==> src/rtl/pwt_pkg.sv <==
package pwt_pkg;

    typedef enum logic [1:0] {
        TGT_NONE = 2'd0,
        TGT_CFG  = 2'd1,
        TGT_REG  = 2'd2,
        TGT_WIN  = 2'd3
    } tgt_e;

    typedef struct packed {
        tgt_e kind;
        logic write;
    } claim_t;

    localparam logic [3:0] CMD_MEM_RD   = 4'b0110;
    localparam logic [3:0] CMD_MEM_WR   = 4'b0111;
    localparam logic [3:0] CMD_CFG_RD   = 4'b1010;
    localparam logic [3:0] CMD_CFG_WR   = 4'b1011;
    localparam logic [3:0] CMD_MEM_RDM  = 4'b1100;
    localparam logic [3:0] CMD_MEM_RDL  = 4'b1110;
    localparam logic [3:0] CMD_MEM_WRI  = 4'b1111;

    function automatic logic is_mem_cmd(logic [3:0] c);
        return (c == CMD_MEM_RD) || (c == CMD_MEM_WR) || (c == CMD_MEM_RDM) ||
               (c == CMD_MEM_RDL) || (c == CMD_MEM_WRI);
    endfunction

    function automatic logic is_cfg_cmd(logic [3:0] c);
        return (c == CMD_CFG_RD) || (c == CMD_CFG_WR);
    endfunction

    function automatic logic is_write_cmd(logic [3:0] c);
        return (c == CMD_MEM_WR) || (c == CMD_MEM_WRI) || (c == CMD_CFG_WR);
    endfunction

endpackage

==> src/rtl/pwt_cfg_regs.sv <==
module pwt_cfg_regs #(
    parameter int ADDR_W   = 32,
    parameter int WIN_AW   = 21,
    parameter int REG_AW   = 12,
    parameter int WBASE_DW = 4,
    parameter int RBASE_DW = 5
) (
    input  logic                     clk,
    input  logic                     rst,
    input  logic                     wr_en,
    input  logic [5:0]               dw_idx,
    input  logic [ADDR_W-1:REG_AW]   wdata_hi,
    output logic [ADDR_W-1:WIN_AW]   wbase,
    output logic [ADDR_W-1:REG_AW]   rbase,
    output logic [ADDR_W-1:0]        rdata
);
    always_ff @(posedge clk) begin
        if (rst) begin
            wbase <= '0;
            rbase <= '0;
        end else if (wr_en) begin
            if (dw_idx == 6'(WBASE_DW)) wbase <= wdata_hi[ADDR_W-1:WIN_AW];
            if (dw_idx == 6'(RBASE_DW)) rbase <= wdata_hi;
        end
    end

    always_comb begin
        rdata = '0;
        if (dw_idx == 6'(WBASE_DW)) rdata[ADDR_W-1:WIN_AW] = wbase;
        if (dw_idx == 6'(RBASE_DW)) rdata[ADDR_W-1:REG_AW] = rbase;
    end

    // base registers only change on a configuration write
    a_r3_base_hold: assert property (@(posedge clk) disable iff (rst)
        !wr_en |=> ($stable(wbase) && $stable(rbase)));

endmodule

==> src/rtl/pwt_decode.sv <==
module pwt_decode
    import pwt_pkg::*;
#(
    parameter int ADDR_W = 32,
    parameter int WIN_AW = 21,
    parameter int REG_AW = 12
) (
    input  logic [ADDR_W-1:REG_AW] hi_addr,
    input  logic [3:0]             cmd,
    input  logic                   cfg_sel,
    input  logic [ADDR_W-1:WIN_AW] wbase,
    input  logic [ADDR_W-1:REG_AW] rbase,
    output claim_t                 dec
);
    logic reg_hit, win_hit;

    always_comb begin
        reg_hit   = (rbase != '0) && (hi_addr == rbase);
        win_hit   = (wbase != '0) && (hi_addr[ADDR_W-1:WIN_AW] == wbase);
        dec.write = is_write_cmd(cmd);
        if (is_cfg_cmd(cmd) && cfg_sel)
            dec.kind = TGT_CFG;
        else if (is_mem_cmd(cmd) && reg_hit)
            dec.kind = TGT_REG;
        else if (is_mem_cmd(cmd) && win_hit)
            dec.kind = TGT_WIN;
        else
            dec.kind = TGT_NONE;
    end

endmodule

==> src/rtl/pwt_burst.sv <==
module pwt_burst
    import pwt_pkg::*;
#(
    parameter int WIN_AW = 21
) (
    input  logic              clk,
    input  logic              rst,
    input  logic              start,
    input  logic [WIN_AW-1:0] ad_lo,
    input  claim_t            dec,
    input  logic              xfer,
    input  logic              last,
    output logic              active,
    output tgt_e              kind,
    output logic              write,
    output logic [WIN_AW-1:0] off,
    output logic              stop
);
    localparam logic [WIN_AW-1:0] STEP = WIN_AW'(4);

    always_comb stop = active && (kind == TGT_WIN) && (&off[WIN_AW-1:2]);

    always_ff @(posedge clk) begin
        if (rst) begin
            active <= 1'b0;
            kind   <= TGT_NONE;
            write  <= 1'b0;
            off    <= '0;
        end else if (!active) begin
            if (start && dec.kind != TGT_NONE) begin
                active <= 1'b1;
                kind   <= dec.kind;
                write  <= dec.write;
                off    <= {ad_lo[WIN_AW-1:2], 2'b00};
            end
        end else if (xfer) begin
            off <= off + STEP;
            if (last || stop) active <= 1'b0;
        end
    end

    // a claim only begins after an address phase
    a_r2_claim_after_start: assert property (@(posedge clk) disable iff (rst)
        $rose(active) |-> $past(start));
    // linear dword stepping inside a burst
    a_r6_step: assert property (@(posedge clk) disable iff (rst)
        (active && xfer && !last && !stop) |=> (off == $past(off) + STEP));
    // disconnect ends the transaction
    a_r7_stop_ends: assert property (@(posedge clk) disable iff (rst)
        (active && xfer && stop) |=> !active);
    // final phase ends the transaction
    a_r9_last_ends: assert property (@(posedge clk) disable iff (rst)
        (active && xfer && last) |=> !active);

endmodule

==> src/rtl/pci_win_target.sv <==
module pci_win_target
    import pwt_pkg::*;
#(
    parameter int ADDR_W   = 32,
    parameter int WIN_AW   = 21,
    parameter int REG_AW   = 12,
    parameter int WBASE_DW = 4,
    parameter int RBASE_DW = 5
) (
    input  logic              clk,
    input  logic              rst,
    input  logic              io_mode,
    input  logic              start,
    input  logic [ADDR_W-1:0] ad,
    input  logic [3:0]        cmd,
    input  logic              cfg_sel,
    input  logic              xfer,
    input  logic              last,
    input  logic [ADDR_W-1:0] wdata,
    output logic              claim,
    output logic              stop,
    output logic              ireq,
    output logic              iwr,
    output logic              imem,
    output logic [WIN_AW-1:0] ioff,
    output logic              rreq,
    output logic              rwr,
    output logic [REG_AW-1:0] roff,
    output logic [ADDR_W-1:0] fwd_wdata,
    output logic [ADDR_W-1:0] cfg_rdata
);
    logic [ADDR_W-1:WIN_AW] wbase;
    logic [ADDR_W-1:REG_AW] rbase;
    logic [ADDR_W-1:0]      reg_rdata;
    claim_t                 dec;
    tgt_e                   kind;
    logic                   write;
    logic [WIN_AW-1:0]      off;
    logic                   cfg_wr;

    pwt_decode #(.ADDR_W(ADDR_W), .WIN_AW(WIN_AW), .REG_AW(REG_AW)) u_dec (
        .hi_addr (ad[ADDR_W-1:REG_AW]),
        .cmd     (cmd),
        .cfg_sel (cfg_sel),
        .wbase   (wbase),
        .rbase   (rbase),
        .dec     (dec)
    );

    pwt_burst #(.WIN_AW(WIN_AW)) u_burst (
        .clk    (clk),
        .rst    (rst),
        .start  (start),
        .ad_lo  (ad[WIN_AW-1:0]),
        .dec    (dec),
        .xfer   (xfer),
        .last   (last),
        .active (claim),
        .kind   (kind),
        .write  (write),
        .off    (off),
        .stop   (stop)
    );

    always_comb cfg_wr = claim && (kind == TGT_CFG) && write && xfer;

    pwt_cfg_regs #(
        .ADDR_W(ADDR_W), .WIN_AW(WIN_AW), .REG_AW(REG_AW),
        .WBASE_DW(WBASE_DW), .RBASE_DW(RBASE_DW)
    ) u_cfg (
        .clk      (clk),
        .rst      (rst),
        .wr_en    (cfg_wr),
        .dw_idx   (off[7:2]),
        .wdata_hi (wdata[ADDR_W-1:REG_AW]),
        .wbase    (wbase),
        .rbase    (rbase),
        .rdata    (reg_rdata)
    );

    always_comb begin
        ireq      = claim && (kind == TGT_WIN) && xfer;
        iwr       = ireq && write;
        imem      = ireq && io_mode;
        ioff      = off;
        rreq      = claim && (kind == TGT_REG) && xfer;
        rwr       = rreq && write;
        roff      = off[REG_AW-1:0];
        fwd_wdata = wdata;
        cfg_rdata = (claim && kind == TGT_CFG) ? reg_rdata : '0;
    end

    // forwarded and local requests never coincide
    a_r5_one_port: assert property (@(posedge clk) disable iff (rst)
        !(ireq && rreq));
    // a disconnect is only signalled inside a claimed transaction
    a_r7_stop_claimed: assert property (@(posedge clk) disable iff (rst)
        stop |-> claim);

endmodule

==> config.mk <==
export PLATFORM = sky130hd
export DESIGN_NAME = pci_win_target
export DESIGN_NICKNAME = d
export VERILOG_FILES = /design/src/rtl/pwt_pkg.sv /design/src/rtl/pwt_cfg_regs.sv /design/src/rtl/pwt_decode.sv /design/src/rtl/pwt_burst.sv /design/src/rtl/pci_win_target.sv
export SDC_FILE = /design/constraint.sdc
export NUM_CORES = 1
export LEC_CHECK = 0
export CAP_MARGIN = 5
export CORE_MARGIN = 2
export CORE_UTILIZATION = 45
export DETAILED_ROUTE_END_ITERATION = 10
export PLACE_DENSITY_LB_ADDON = 0.25
export SLEW_MARGIN = 5
export SYNTH_ARGS = -nofsm -noshare
export SYNTH_HDL_FRONTEND = slang
export SYNTH_SLANG_ARGS = --single-unit
==> constraint.sdc <==
create_clock -name clk -period 4.55 [get_ports clk]
set_clock_uncertainty 0.15 [all_clocks]
set_input_delay 0.6825 -clock clk [delete_from_list [all_inputs] [get_ports clk]]
set_output_delay 0.6825 -clock clk [all_outputs]
set_load 0.005 [all_outputs]
==> Word level (Yosys, flattened, before mapping) <==
Index checks and enable logic that the tools add are counted.
{ "totals": {"reg_bits": 56, "inputBits": 75, "output_inout_bits": 104, "wordCells": 70} }
{ "classes": {"add_sub_neg": 1, "eq_ne": 15, "muxes": 13, "bitwise_logic": 1, "reduce_logical": 34} }
{ "ops": {"columns": ["op", "count"], "rows": [
  ["21-bit two-way mux", 3],
  ["32-bit two-way mux", 1],
  ["21-bit by 3-bit adder with 21-bit output (second input constant)", 1],
  ["20-bit == test", 1],
  ["4-bit == test (second input constant)", 5],
  ["20-bit two-way mux", 1],
  ["20-bit nonzero test", 1],
  ["19-bit AND reduction", 1],
  ["1-bit logical AND", 17],
  ["6-bit by 3-bit == test with 1-bit output (second input constant)", 2],
  ["11-bit == test", 1],
  ["11-bit two-way mux", 1],
  ["11-bit nonzero test", 1],
  ["4-bit by 3-bit == test with 1-bit output (second input constant)", 2],
  ["1-bit logical OR", 8],
  ["2-bit AND reduction", 4],
  ["2-bit two-way mux", 3],
  ["2-bit == test (second input constant)", 2],
  ["1-bit two-way mux", 4],
  ["2-bit nonzero test", 2],
  ["2-bit by 1-bit == test with 1-bit output (second input constant)", 1],
  ["2-bit inequality test (second input constant)", 1],
  ["1-bit inverter", 1]
]} }

==> Longest topological paths before layout <==
{ "logic_depth": {"ltp_word": 13, "ltp_mapped": 8, "depth_no_buf": 7} }

==> Hierarchy <==
Synthesis repeated with hierarchy kept, for this count alone.
{ "hier_totals": {"cells_unflattened": 508, "hier_area_um2": 4250.3} }
{ "by_module_without_submodules": {"columns": ["mod", "instances", "cells_each", "area_per_inst_um2", "seq_area_each_um2"], "rows": [
  ["pwt_cfg_regs", 1, 177, 1699.1, 620.6],
  ["pwt_burst", 1, 185, 1398.8, 460.4],
  ["pci_win_target", 1, 86, 671.9, 0.0],
  ["pwt_decode", 1, 60, 480.5, 0.0]
]} }

==> Worst setup path before layout <==
Ideal clock, no wire load.
{ "synth_timing": {"path_type": "flip-flop to output port", "from": "register u_burst.off[2]", "to": "output port stop", "arrival_ns": 1.640, "required_time_ns": 3.717, "path_slack_ns": 2.077, "path_stages_with_launch": 7, "path_buffers": 1, "path_cell_list": "dfxtp_1 > ha_1 > and3_1 > buf_2 > nand4_1 > or3_1 > nor2_1"} }
{ "synth_between": {"elab_chain_cells": 2} }
{ "synth_lines": {"columns": ["element", "line_no", "source"], "rows": [
  ["start, declared", "pwt_burst.sv:16", "output logic [WIN_AW-1:0] off,"],
  ["start signal, assigned", "pwt_burst.sv:34", "off <= {ad_lo[WIN_AW-1:2], 2'b00};"],
  ["start signal, assigned", "pwt_burst.sv:37", "off <= off + STEP;"],
  ["19-bit AND reduction", "pwt_burst.sv:21", "always_comb stop = active && (kind == TGT_WIN) && (&off[WIN_AW-1:2]);"],
  ["1-bit logical AND", "pwt_burst.sv:21", null],
  ["end, declared", "pci_win_target.sv:21", "output logic stop,"]
]} }
No other way between the ends.

==> Worst setup path in the final report <==
{ "layout_timing": {"from": "register u_burst.off[4]", "to": "output port cfg_rdata[18]"} }
{ "layout_between": {"elab_chain_cells": 3} }
{ "layout_lines": {"columns": ["element", "line_no", "source"], "rows": [
  ["6-bit by 3-bit == test with 1-bit output", "pwt_cfg_regs.sv:30", "if (dw_idx == 6'(RBASE_DW)) rdata[ADDR_W-1:REG_AW] = rbase;"],
  ["20-bit two-way mux", "pwt_cfg_regs.sv:30", null],
  ["32-bit two-way mux", "pci_win_target.sv:90", "cfg_rdata = (claim && kind == TGT_CFG) ? reg_rdata : '0;"],
  ["end, declared", "pci_win_target.sv:30", "output logic [ADDR_W-1:0] cfg_rdata"]
]} }
No other way between the ends.

==> reports/results.md <==
Drt
• **Post-DRT Antenna Nets** 0
• **remaining routing DRC violations** 0
• **total via count after detailed routing** 3,780
• **First DRT Iteration DRCs** 214
• **final routed wirelength across all metal layers** 11.3 mm
• **Via density** 5.56
• **WL/cell** 16.7 um
• **First-pass DRT Iterations** 5

Synth
• **top-area cell type share of the netlist area** 0.283
• **top post-synthesis cells by area** sky130_fd_sc_hd__dfxtp_1 (28%), sky130_fd_sc_hd__buf_4 (11%), sky130_fd_sc_hd__xnor2_1 (6.9%)
• **#FFs+latches synth** 54
• **number of enable flip-flop cells after synthesis** 0
• **summed instance area of the synthesized netlist** 3820 um^2
• **mean instance size in the synthesized netlist** 7.69 um^2
• **area leader, netlist** sky130_fd_sc_hd__dfxtp_1
• **Async S/R FF share, synth** 0
• **portion of the post-synthesis area used by sequential elements** 0.283
• **number of distinct library cells after synthesis** 57
• **Synth warnings** 0
• **most used flip-flop cell after synthesis** sky130_fd_sc_hd__dfxtp_1
• **instance count of the mapped netlist** 496

Die
• **number of I/O pins** 179
• **y dimension of the die** 96.1 um
• **Core Box Area** 8220 um^2
• **Die Wd** 96.1 um
• **Std-Cell Rows** 33
• **die area** 9230 um^2
• **starting utilization of the core area** 0.464

Critical path
• **startpoint types** flip-flop
• **Worst Setup Path Type** flip-flop to primary output
• **arrival time of data at the critical path endpoint** 2.88 ns
• **Cell Chain, Critical Path** nor2b_1 -> and3_1 -> nor2b_1 -> and2_1 -> clkdlybuf4s50_1
• **Worst Path Max Fanout** 14
• **CP required** 3.72 ns
• **standard cell with the maximum stage delay on the critical path** sky130_fd_sc_hd__and3_1
• **CP dominant cell by count** sky130_fd_sc_hd__nor2b_1
• **Worst path max stage delay** 0.55 ns
• **critical path endpoint category** primary output

Global route
• **GRT Resource Usage Total** 0.246
• **global-route wire length before repair** 17.7 mm
• **antenna violations before repair** 0
• **largest net degree at the start of global routing** 70
• **number of global-route vias before repair** 3,651
• **Overflow after GRT** 0

Clock network
• **clock-pin slew on the worst setup and hold paths** 0.11 ns
• **Post CTS Setup Buffer Count** 0
• **Hold-fix buffers, CTS** 0
• **Root Buffer** sky130_fd_sc_hd__clkbuf_8
• **number of buffers created by CTS** 5
• **CTS sink cnt** 54
• **H-tree depth reported by CTS** 2
• **post-cts sizing count** 0
• **Clk Latency, worst-skew pair** 0.32 ns
• **clock buffer depth** 2
• **clock tree from TritonCTS** done

Timing
• **Fin Hold WS** 0.349 ns
• **final clock period utilization by the worst path** 0.816
• **aggregate negative setup slack** 0 ns
• **unrepaired setup endpoints after global routing** no
• **slew at the pin closest to its max-slew limit** 1.20 ns
• **Period minus WS final** 3.71 ns
• **Setup WS post-layout** 0.838 ns
• **max-slew violation count** 0
• **Setup Viol. Count Final** 0
• **final hold violations** 0
• **Max-Slew Margin vs Limit** 0.198
• **Achievable Freq** 269 MHz

Cells and area
• **layout overhead on the synthesized area** 29.9%
• **Final Net Count** 653
• **ant diodes** 0
• **fraction of layout cells with a size suffix above 1** 0.0365
• **area of all placed cells without fillers** 4960 um^2
• **Layout Cells excl Fill** 680
• **post-route core utilization** 0.603

Power and ir drop
• **combinational share of power** 0.170
• **portion of total power attributed to sequential cells** 0.495
• **post-route total power** 0.982 mW
• **leakage** 1.70 nW
• **power per cell area** 198 nW/um^2
• **Power Internal** 0.737 mW
• **proportion of total power due to net switching** 0.249
• **peak ir drop on the vdd network** 117 uV
• **portion of total power attributed to the clock network** 0.335
• **net switching component of the power** 0.245 mW

Run
• **max-cap check violation count** 0

Place
• **placed wire-length estimate** 8.48 mm
• **cell count after placement** 673
• **placer congestion estimate** 0.880
• **quantity of I/O buffers inserted on ports** 136
• **Post-DP Area** 4850 um^2
• **Place WS** 1.05 ns

Hold path
• **HP Class** flip-flop to flip-flop

Status
• **status** completed

-- power by group through the flow --
stage	sequential, mW	clock [mW]	combinational [mW]
finish	0.486	0.329	0.167
global route	0.487	0.352	0.181
CTS	0.486	0.332	0.167
detailed placement	0.496	0	0.166
global placement	0.496	0	0.164
floorplan	0.495	0	0.0919
-- Yosys cell counts (4+ instances only) --
library cell and n:
sky130_fd_sc_hd__a21oi_1 38, sky130_fd_sc_hd__a221oi_1 7, sky130_fd_sc_hd__a22oi_1 13, sky130_fd_sc_hd__a31oi_1 6, sky130_fd_sc_hd__and2_1 14, sky130_fd_sc_hd__and3_1 8, sky130_fd_sc_hd__buf_2 4, sky130_fd_sc_hd__buf_4 58
sky130_fd_sc_hd__clkbuf_1 19, sky130_fd_sc_hd__dfxtp_1 54, sky130_fd_sc_hd__inv_1 6, sky130_fd_sc_hd__mux2i_1 13, sky130_fd_sc_hd__nand2_1 64, sky130_fd_sc_hd__nand2b_1 9, sky130_fd_sc_hd__nand3_1 11, sky130_fd_sc_hd__nand4_1 9
sky130_fd_sc_hd__nor2_1 36, sky130_fd_sc_hd__nor2b_1 5, sky130_fd_sc_hd__nor3_1 14, sky130_fd_sc_hd__nor4_1 8, sky130_fd_sc_hd__o21ai_0 8, sky130_fd_sc_hd__o32ai_1 10, sky130_fd_sc_hd__or3_1 5, sky130_fd_sc_hd__xnor2_1 30
-- path summary, 6_finish.rpt --
kind	start	slack, ns	depth (start not counted)	to
setup / recovery	u_burst.off[4]	0.84	5	cfg_rdata[18]
hold / removal	u_cfg.rbase[14]	0.35	2	u_cfg.rbase[14]
setup reg to reg	u_cfg.rbase[29]	1.96	6	u_burst.off[11]
hold reg to reg	u_cfg.rbase[14]	0.35	2	u_cfg.rbase[14]
-- flip-flops by register name, indices dropped and copies added (netlist names) --
| name | count |
|---|---|
| u_cfg.rbase | 20 |
| u_burst.kind | 2 |
| u_burst.off | 19 |
| u_cfg.wbase | 11 |
| u_burst.active | 1 |
| u_burst.write | 1 |
-- logic make-up after synthesis --
group                      share of synthesized area
other                                       0.000983
xor gates and xnor gates                      0.0734
muxes                                         0.0341
buffers and inverters                          0.148
and+or+nand+nor                                0.263
adders and majority gates                    0.00984
AOI/OAI and AO/OA                              0.188
DFF                                            0.283
-- metal layers --
metal	up-vias	wire, um	track usage
met5	-	0	0
met1	1738	4800	0.311
met4	0	264	0.0857
met3	28	727	0.0415
met2	167	5550	0.420
li1	1847	-	-
-- critical path, delay by kind of cell, from the launching register on --
kind          cells  cell delay (ns)
simple gates      4             1.56
buf+inv           1             0.52
flops             1             0.47
-- area by class of cell --
class                           count  area [um^2]
Timing Repair Buffer              140         1390
Multi-Input combinational cell    368         2230
Clock inverter                      2         38.8
Clock buffer                        5         68.8
Sequential cell                    54         1080
Fill cell                         802         3260
Tap cell                          105          131
Inverter                            6         22.5
-- layout by cell type, fill, tap and decap left out, types with 9 or more instances in the layout --
cell type                           n
sky130_fd_sc_hd__o32ai_1           10
sky130_fd_sc_hd__mux2i_1           13
sky130_fd_sc_hd__xnor2_1           30
sky130_fd_sc_hd__a22oi_1           13
sky130_fd_sc_hd__dfxtp_1           54
sky130_fd_sc_hd__and2_1            14
sky130_fd_sc_hd__nor3_1            14
sky130_fd_sc_hd__conb_1            16
sky130_fd_sc_hd__a21oi_1           38
sky130_fd_sc_hd__nand4_1            9
sky130_fd_sc_hd__nor2_1            36
sky130_fd_sc_hd__nand3_1           11
sky130_fd_sc_hd__nand2_1           64
sky130_fd_sc_hd__nand2b_1           9
sky130_fd_sc_hd__clkdlybuf4s50_1  135
Power figures use the tool's default switching activity.
